**config.mk**
```make
export PLATFORM = sky130hd
export DESIGN_NAME = sdhost_glue
export DESIGN_NICKNAME = d
export VERILOG_FILES = /design/src/rtl/sdhost_glue.sv
export SDC_FILE = /design/constraint.sdc
export NUM_CORES = 2
export LEC_CHECK = 0
export BUFFER_PORTS_ARGS = -buffer_cell sky130_fd_sc_hd__buf_4
export CORE_UTILIZATION = 55
export CTS_CLUSTER_DIAMETER = 200
export DETAILED_ROUTE_END_ITERATION = 12
export PLACE_DENSITY = 0.71
export SETUP_SLACK_MARGIN = 0.02
export SYNTH_ARGS = -nofsm -noshare
export SYNTH_HDL_FRONTEND = slang
export SYNTH_SLANG_ARGS = --single-unit
```
**constraint.sdc**
```tcl
create_clock -name clk -period 5.3 [get_ports clk]
set_clock_uncertainty 0.15 [all_clocks]
set_input_delay 0.53 -clock clk [delete_from_list [all_inputs] [get_ports clk]]
set_output_delay 0.53 -clock clk [all_outputs]
set_load 0.03 [all_outputs]
```
**src/rtl/sdhost_glue.sv**
```systemverilog
module sdhost_glue #(
  parameter int          NUM_SLOTS = 2,
  parameter int          AW        = 12,
  parameter logic [63:0] CAP_RESET = 64'h0000_0007_01F8_0080
) (
  input  logic                   clk,
  input  logic                   rst_n,
  input  logic                   req_valid,
  input  logic                   req_write,
  input  logic [AW-1:0]          req_addr,
  input  logic [3:0]             req_be,
  input  logic [31:0]            req_wdata,
  output logic                   rsp_valid,
  output logic [31:0]            rsp_rdata,
  output logic                   acc_err,
  output logic [NUM_SLOTS-1:0]   slot_sel,
  input  logic [32*NUM_SLOTS-1:0] slot_rdata,
  input  logic [NUM_SLOTS-1:0]   slot_irq,
  output logic                   irq_out
);
  localparam int          GWORDS   = 64;
  localparam int          SW       = (NUM_SLOTS > 1) ? $clog2(NUM_SLOTS) : 1;
  localparam int          STAT_IDX = GWORDS - 1;
  localparam logic [31:0] INFO_RST = 32'h0001_0000 | ((NUM_SLOTS >= 2) ? 32'h0002_0000 : 32'h0);
  localparam logic [31:0] DEB_RST  = 32'h0000_0005;

  logic [AW-9:0]        page;
  logic [5:0]           widx;
  logic                 acc_ok, in_glob, slot_hit, bad, wr_g, win_hit;
  logic [SW-1:0]        win_slot;
  logic [1:0]           win_fld;
  logic [31:0]          gr   [GWORDS];
  logic [63:0]          cap  [NUM_SLOTS];
  logic [31:0]          maxc [NUM_SLOTS];
  logic [NUM_SLOTS-1:0] irq_q, rise, fall;
  logic [31:0]          rd_mux;

  assign page     = req_addr[AW-1:8];
  assign widx     = req_addr[7:2];
  assign acc_ok   = req_valid && req_be == 4'hF && req_addr[1:0] == 2'b00;
  assign in_glob  = page == '0;
  assign win_fld  = widx[1:0];
  assign win_hit  = in_glob && widx[5:2] >= 4'd1 && 32'(widx[5:2]) <= NUM_SLOTS && win_fld != 2'd3;
  assign win_slot = SW'(widx[5:2] - 4'd1);
  assign slot_hit = |slot_sel;
  assign bad      = req_valid && !(acc_ok && (in_glob || slot_hit));
  assign wr_g     = acc_ok && req_write && in_glob;
  assign rise     = slot_irq & ~irq_q;
  assign fall     = ~slot_irq & irq_q;

  for (genvar s = 0; s < NUM_SLOTS; s++) begin : g_sel
    assign slot_sel[s] = acc_ok && 32'(page) == s + 1;
  end

  always_ff @(posedge clk) begin
    if (!rst_n) begin
      for (int k = 0; k < GWORDS; k++) gr[k] <= '0;
      gr[0] <= INFO_RST;
      gr[1] <= DEB_RST;
    end else begin
      if (wr_g && !win_hit)
        gr[widx] <= (widx == 6'd0) ? (req_wdata & ~32'h1) : req_wdata;
      for (int n = 0; n < NUM_SLOTS; n++) begin
        if (rise[n]) gr[STAT_IDX][n] <= 1'b1;
        if (fall[n]) gr[STAT_IDX][n] <= 1'b0;
      end
    end
  end

  always_ff @(posedge clk) begin
    if (!rst_n) begin
      for (int s = 0; s < NUM_SLOTS; s++) begin
        cap[s]  <= CAP_RESET;
        maxc[s] <= '0;
      end
    end else if (wr_g && win_hit) begin
      for (int s = 0; s < NUM_SLOTS; s++) begin
        if (win_slot == SW'(s)) begin
          case (win_fld)
            2'd0:    cap[s][31:0]  <= req_wdata;
            2'd1:    cap[s][63:32] <= req_wdata;
            default: maxc[s]       <= req_wdata;
          endcase
        end
      end
    end
  end

  always_ff @(posedge clk) begin
    if (!rst_n) begin
      irq_q   <= '0;
      irq_out <= 1'b0;
    end else begin
      irq_q <= slot_irq;
      if (|fall)      irq_out <= 1'b0;
      else if (|rise) irq_out <= 1'b1;
    end
  end

  always_comb begin
    rd_mux = gr[widx];
    if (slot_hit) begin
      rd_mux = '0;
      for (int s = 0; s < NUM_SLOTS; s++)
        if (slot_sel[s]) rd_mux = slot_rdata[s*32 +: 32];
    end else if (win_hit) begin
      rd_mux = '0;
      for (int s = 0; s < NUM_SLOTS; s++) begin
        if (win_slot == SW'(s)) begin
          case (win_fld)
            2'd0:    rd_mux = cap[s][31:0];
            2'd1:    rd_mux = cap[s][63:32];
            default: rd_mux = maxc[s];
          endcase
        end
      end
    end
  end

  always_ff @(posedge clk) begin
    if (!rst_n) begin
      rsp_valid <= 1'b0;
      rsp_rdata <= '0;
      acc_err   <= 1'b0;
    end else begin
      rsp_valid <= req_valid && !req_write;
      acc_err   <= bad;
      rsp_rdata <= (req_valid && !req_write && !bad) ? rd_mux : 32'h0;
    end
  end
endmodule

```
# Word level (Yosys, flattened, before mapping)
# Memories as Yosys holds them, arrays and structs flattened.
# Index checks and enable logic that the tools add are counted.
# word_totals
regBits,37
ram_bits,2240
inputBits,118
out_inout_bits,37
n_memories,3
# mem_list
name,words,width,read_ports,rd_ports_with_merged_regs,wr,line,text
gr,64,32,1,0,64,32,logic [31:0] gr [GWORDS];
cap,2,64,2,0,2,33,logic [63:0] cap [NUM_SLOTS];
maxc,2,32,2,0,2,34,logic [31:0] maxc [NUM_SLOTS];
# classes
add_sub_neg,1
magnitude_cmp,2
eq_ne,9
n_mux,66
n_bitwise,47
n_reduce_logical,30
# op_table
op,n
32-bit 2-to-1 mux,14
32-bit case mux with 2 select lines,2
1-bit 2-to-1 mux,48
32-bit OR reduction,1
"6-bit equality test, second input constant",4
1-bit logical AND,15
1-bit bitwise AND,14
1-bit OR,12
1-bit inverter,11
"1-bit bitwise AND, second input constant",6
6-bit zero test,1
6-bit 2-to-1 mux,1
2-bit OR reduction,3
2-bit bitwise AND,2
"4-bit by 1-bit equality test with 1-bit output, second input constant",1
"4-bit by 2-bit equality test with 1-bit output, second input constant",1
"4-bit equality test, second input constant",1
"4-bit by 1-bit greater-or-equal comparator with 1-bit output, second input constant",1
"4-bit by 2-bit <= comparator with 1-bit output, second input constant",1
1-bit zero test,4
2-bit zero test,2
4-bit zero test,1
2-bit inverter,2
3-bit 2-to-1 mux,1
other kinds (6),6

# Longest topological paths before layout
# logic_depth
word_depth,15
mapped_depth,11
mapped_depth_nobuf,5

# Worst setup path before layout
# Ideal clock, no wire load.
# synth_path
path_type,input -> register
from,input req_addr[3]
to,memory cap[0][0] (enable)
t_arrival_ps,4072
required_time_ps,4680
path_slack_ps,608
stages,5
n_path_buf,1
path_cell_list,buf_2 -> a211o_1 -> nor2_1 -> nand3_1 -> o31ai_1
# synth_rtl
item,line,text
start: declaration,10,"input logic [AW-1:0] req_addr,"
end: declaration,33,

==> flow_summary.toml <==
[outcome]
status = "complete, no violations"

[drt]
drt-total-wl_um = 323000
drcViolationCount = 0
final_antenna_net_count = 0
viasPerCell = 6.65
detail_route.first_pass.iterations = 8
drt_iter0_drc = 10500
wl_per_cell_um = 32.2
vias = 66900

[global_route]
grt_pass1_wl_um = 458000
first_global_vias = 64300
grt.overflow.total = 0
grt_max_degree = 204
antenna_found_initial = 31
grtUsageTotal = 0.335

[yosys]
synthFlopType = "edfxtp_1"
synthDistinctLibCells = 74
synth_seq_area_share = 0.658
async_flop_share = 0
synth_edf_count = 2240
yosys_warnings = 0
synth_top_area_cell = "edfxtp_1"
syn_inst = 7363
ys_seq_elements = 2277
ys_top_cells_by_area = "edfxtp_1 (65%), and3_1 (9.1%), mux2i_1 (6.8%), mux4_2 (4.4%), clkbuf_1 (2.2%)"
synth_common_cells = "edfxtp_1 (2240), and3_1 (1509), mux2i_1 (702), clkbuf_1 (604), nand2_1 (359)"
syn_avg_cell_area_sq_um = 14.0
yosysMostFrequentCell = "edfxtp_1"
synth_top_area_frac = 0.650
synthesis.area_sq_um = 103000

[floorplan]
die_x_um = 436
initial_core_util = 0.556
core-area_sq_um = 186000
ios = 155
dieArea_sq_um = 190000
rows = 158
fp.dieH_um = 436

[cells_and_area]
drive_gt1_frac = 0.143
num-nets-final = 7500
finish.instance_area_sq_um = 115000
layout.core_utilization = 0.618
area_delta_synth_final_pct = 11.1
fin_cells = 10100

[job]
cap_violations = 0

[worst_setup_path]
worstSetupPathType = "in2reg"
end_kind = "flop"
critPathMaxStageDelay_ns = 0.82
critical_path.cell_chain = "buf_4 -> nor4_4 -> o211ai_4 -> nor4_4 -> buf_4 -> buf_4 -> and3_1"
worstPathArrival_ns = 4.36
cp_slowest_cell = "buf_4"
crit_fanout = 114
cp.required_ns = 5.88
startpoint_type = "input pin"
crit_top_cell = "buf_4"

[placed_design]
dpl_cell_area_sq_um = 107000
place_inst = 9590
gp_congestion = 0.979
io_buffer_count = 154
dpl.hpwl_um = 185000

[pwr]
power.density_nw_per_um2 = 346
p_leak_nw = 46.7
peakVddDrop_uv = 351

[sta]
finalHoldViolCount = 0
fmax_mhz = 264
finalCritPeriodShare = 0.714
setup-tns-final_ns = 0
whs_ns = 0.0480
slew_viol_final = 0
tightest_slew_ns = 1.25
final.min_clock_period_ns = 3.78
relSlewSlack = 0.162
setup_viol = 0
grt_setup_unrepaired = "no"

[clock_tree]
clockRootBuffer = "clkbuf_16"
cts_made_buffers = 223
clock-sinks = 2277
path_clk_slew_ns = 0.06
cts_tree = "done"
htreeDepth = 4
clock_path_buffers = 3
insertion_delay_ns = 0.88
post_cts_buffers = 0

[hold_path]
hp-class = "in2reg"
layout by cell type, fill, tap and decap left out, drive strengths merged, types with 47 or more instances in the layout:
cell type,instances
a22oi,163
and3,1509
edfxtp,2240
dlygate4sd3,47
mux2i,702
mux4,203
conb,193
buf,414
o22ai,119
a21oi,67
clkinv,108
nand2,366
and2,271
nor3,89
mux2,82
nor2,257
nand3,66
clkbuf,277
stage by stage:
step | worst slack (ns) | power [mW]
after floorplan | 0.608 | 23.0
after global placement | 1.01 | 24.4
after detailed placement | 0.913 | 24.4
after CTS | 1.83 | 39.7
after global routing | 1.52 | 40.6
final | 1.52 | 39.7
cell families after synthesis:
family | Yosys count | synth area share
AO/OA/AOI/OAI | 533 | 0.0365
XOR/XNOR | 4 | 0.000339
buffers and inverters | 887 | 0.0361
flip-flops | 2277 | 0.658
multiplexers | 987 | 0.121
other | 1 | 0.0000363
AND/OR/NAND/NOR | 2674 | 0.148
per-layer routing:
metal	global-route usage	wire length (um)
met1	0.439	116000
met2	0.500	144000
met3	0.0932	41100
met4	0.199	21900
met5	0	84
final cells by class:
type	count	area (sq um)
clock buffers	277	5800
repair buffers	461	3970
fillers	13600	71100
well taps	2480	3100
clock inverters	135	1250
flip-flops and latches	2277	68000
multi-input cells	4391	32700
inverters	28	111
diodes	10	25.0
power by group:
group | switching, mW | total, mW | internal, mW
Combinational | 2.30 | 3.27 | 0.970
Clock | 6.93 | 15.6 | 8.64
Sequential | 0.245 | 20.9 | 20.7
Total | 9.47 | 39.7 | 30.3
worst paths after layout:
check	to	depth (start not counted)	slack (ns)	start
worst max-delay path	gr[23][17]	7	1.52	req_addr[1]
worst min-delay path	gr[3][1]	2	0.05	rst_n
worst max register to register	rsp_rdata[17]	5	2.42	gr[52][17]
worst min register to register	gr[63][1]	3	0.52	irq_q[1]
flip-flops by register name, indices dropped and copies added, names as in the netlist:
| signal | count |
|---|---|
| acc_err | 1 |
| gr | 2048 |
| rsp_valid | 1 |
| cap | 128 |
| maxc | 64 |
| irq_out | 1 |
| rsp_rdata | 32 |
| irq_q | 2 |
critical path, delay by kind of cell:
| kind | cells | cell delay [ns] |
|---|---|---|
| AOI/OAI and AO/OA | 1 | 0.41 |
| buffers and inverters | 3 | 1.65 |
| and+or+nand+nor | 3 | 1.60 |
repair_timing:
| action | 4_1_cts | 5_1_grt |
|---|---|---|
| hold endpoints to repair | 42 | 0 |
| hold buffers | 47 | 0 |
| gates resized for setup | 0 | 0 |
| endpoints found under the setup margin | 0 | 0 |
Power figures use the tool's default switching activity.
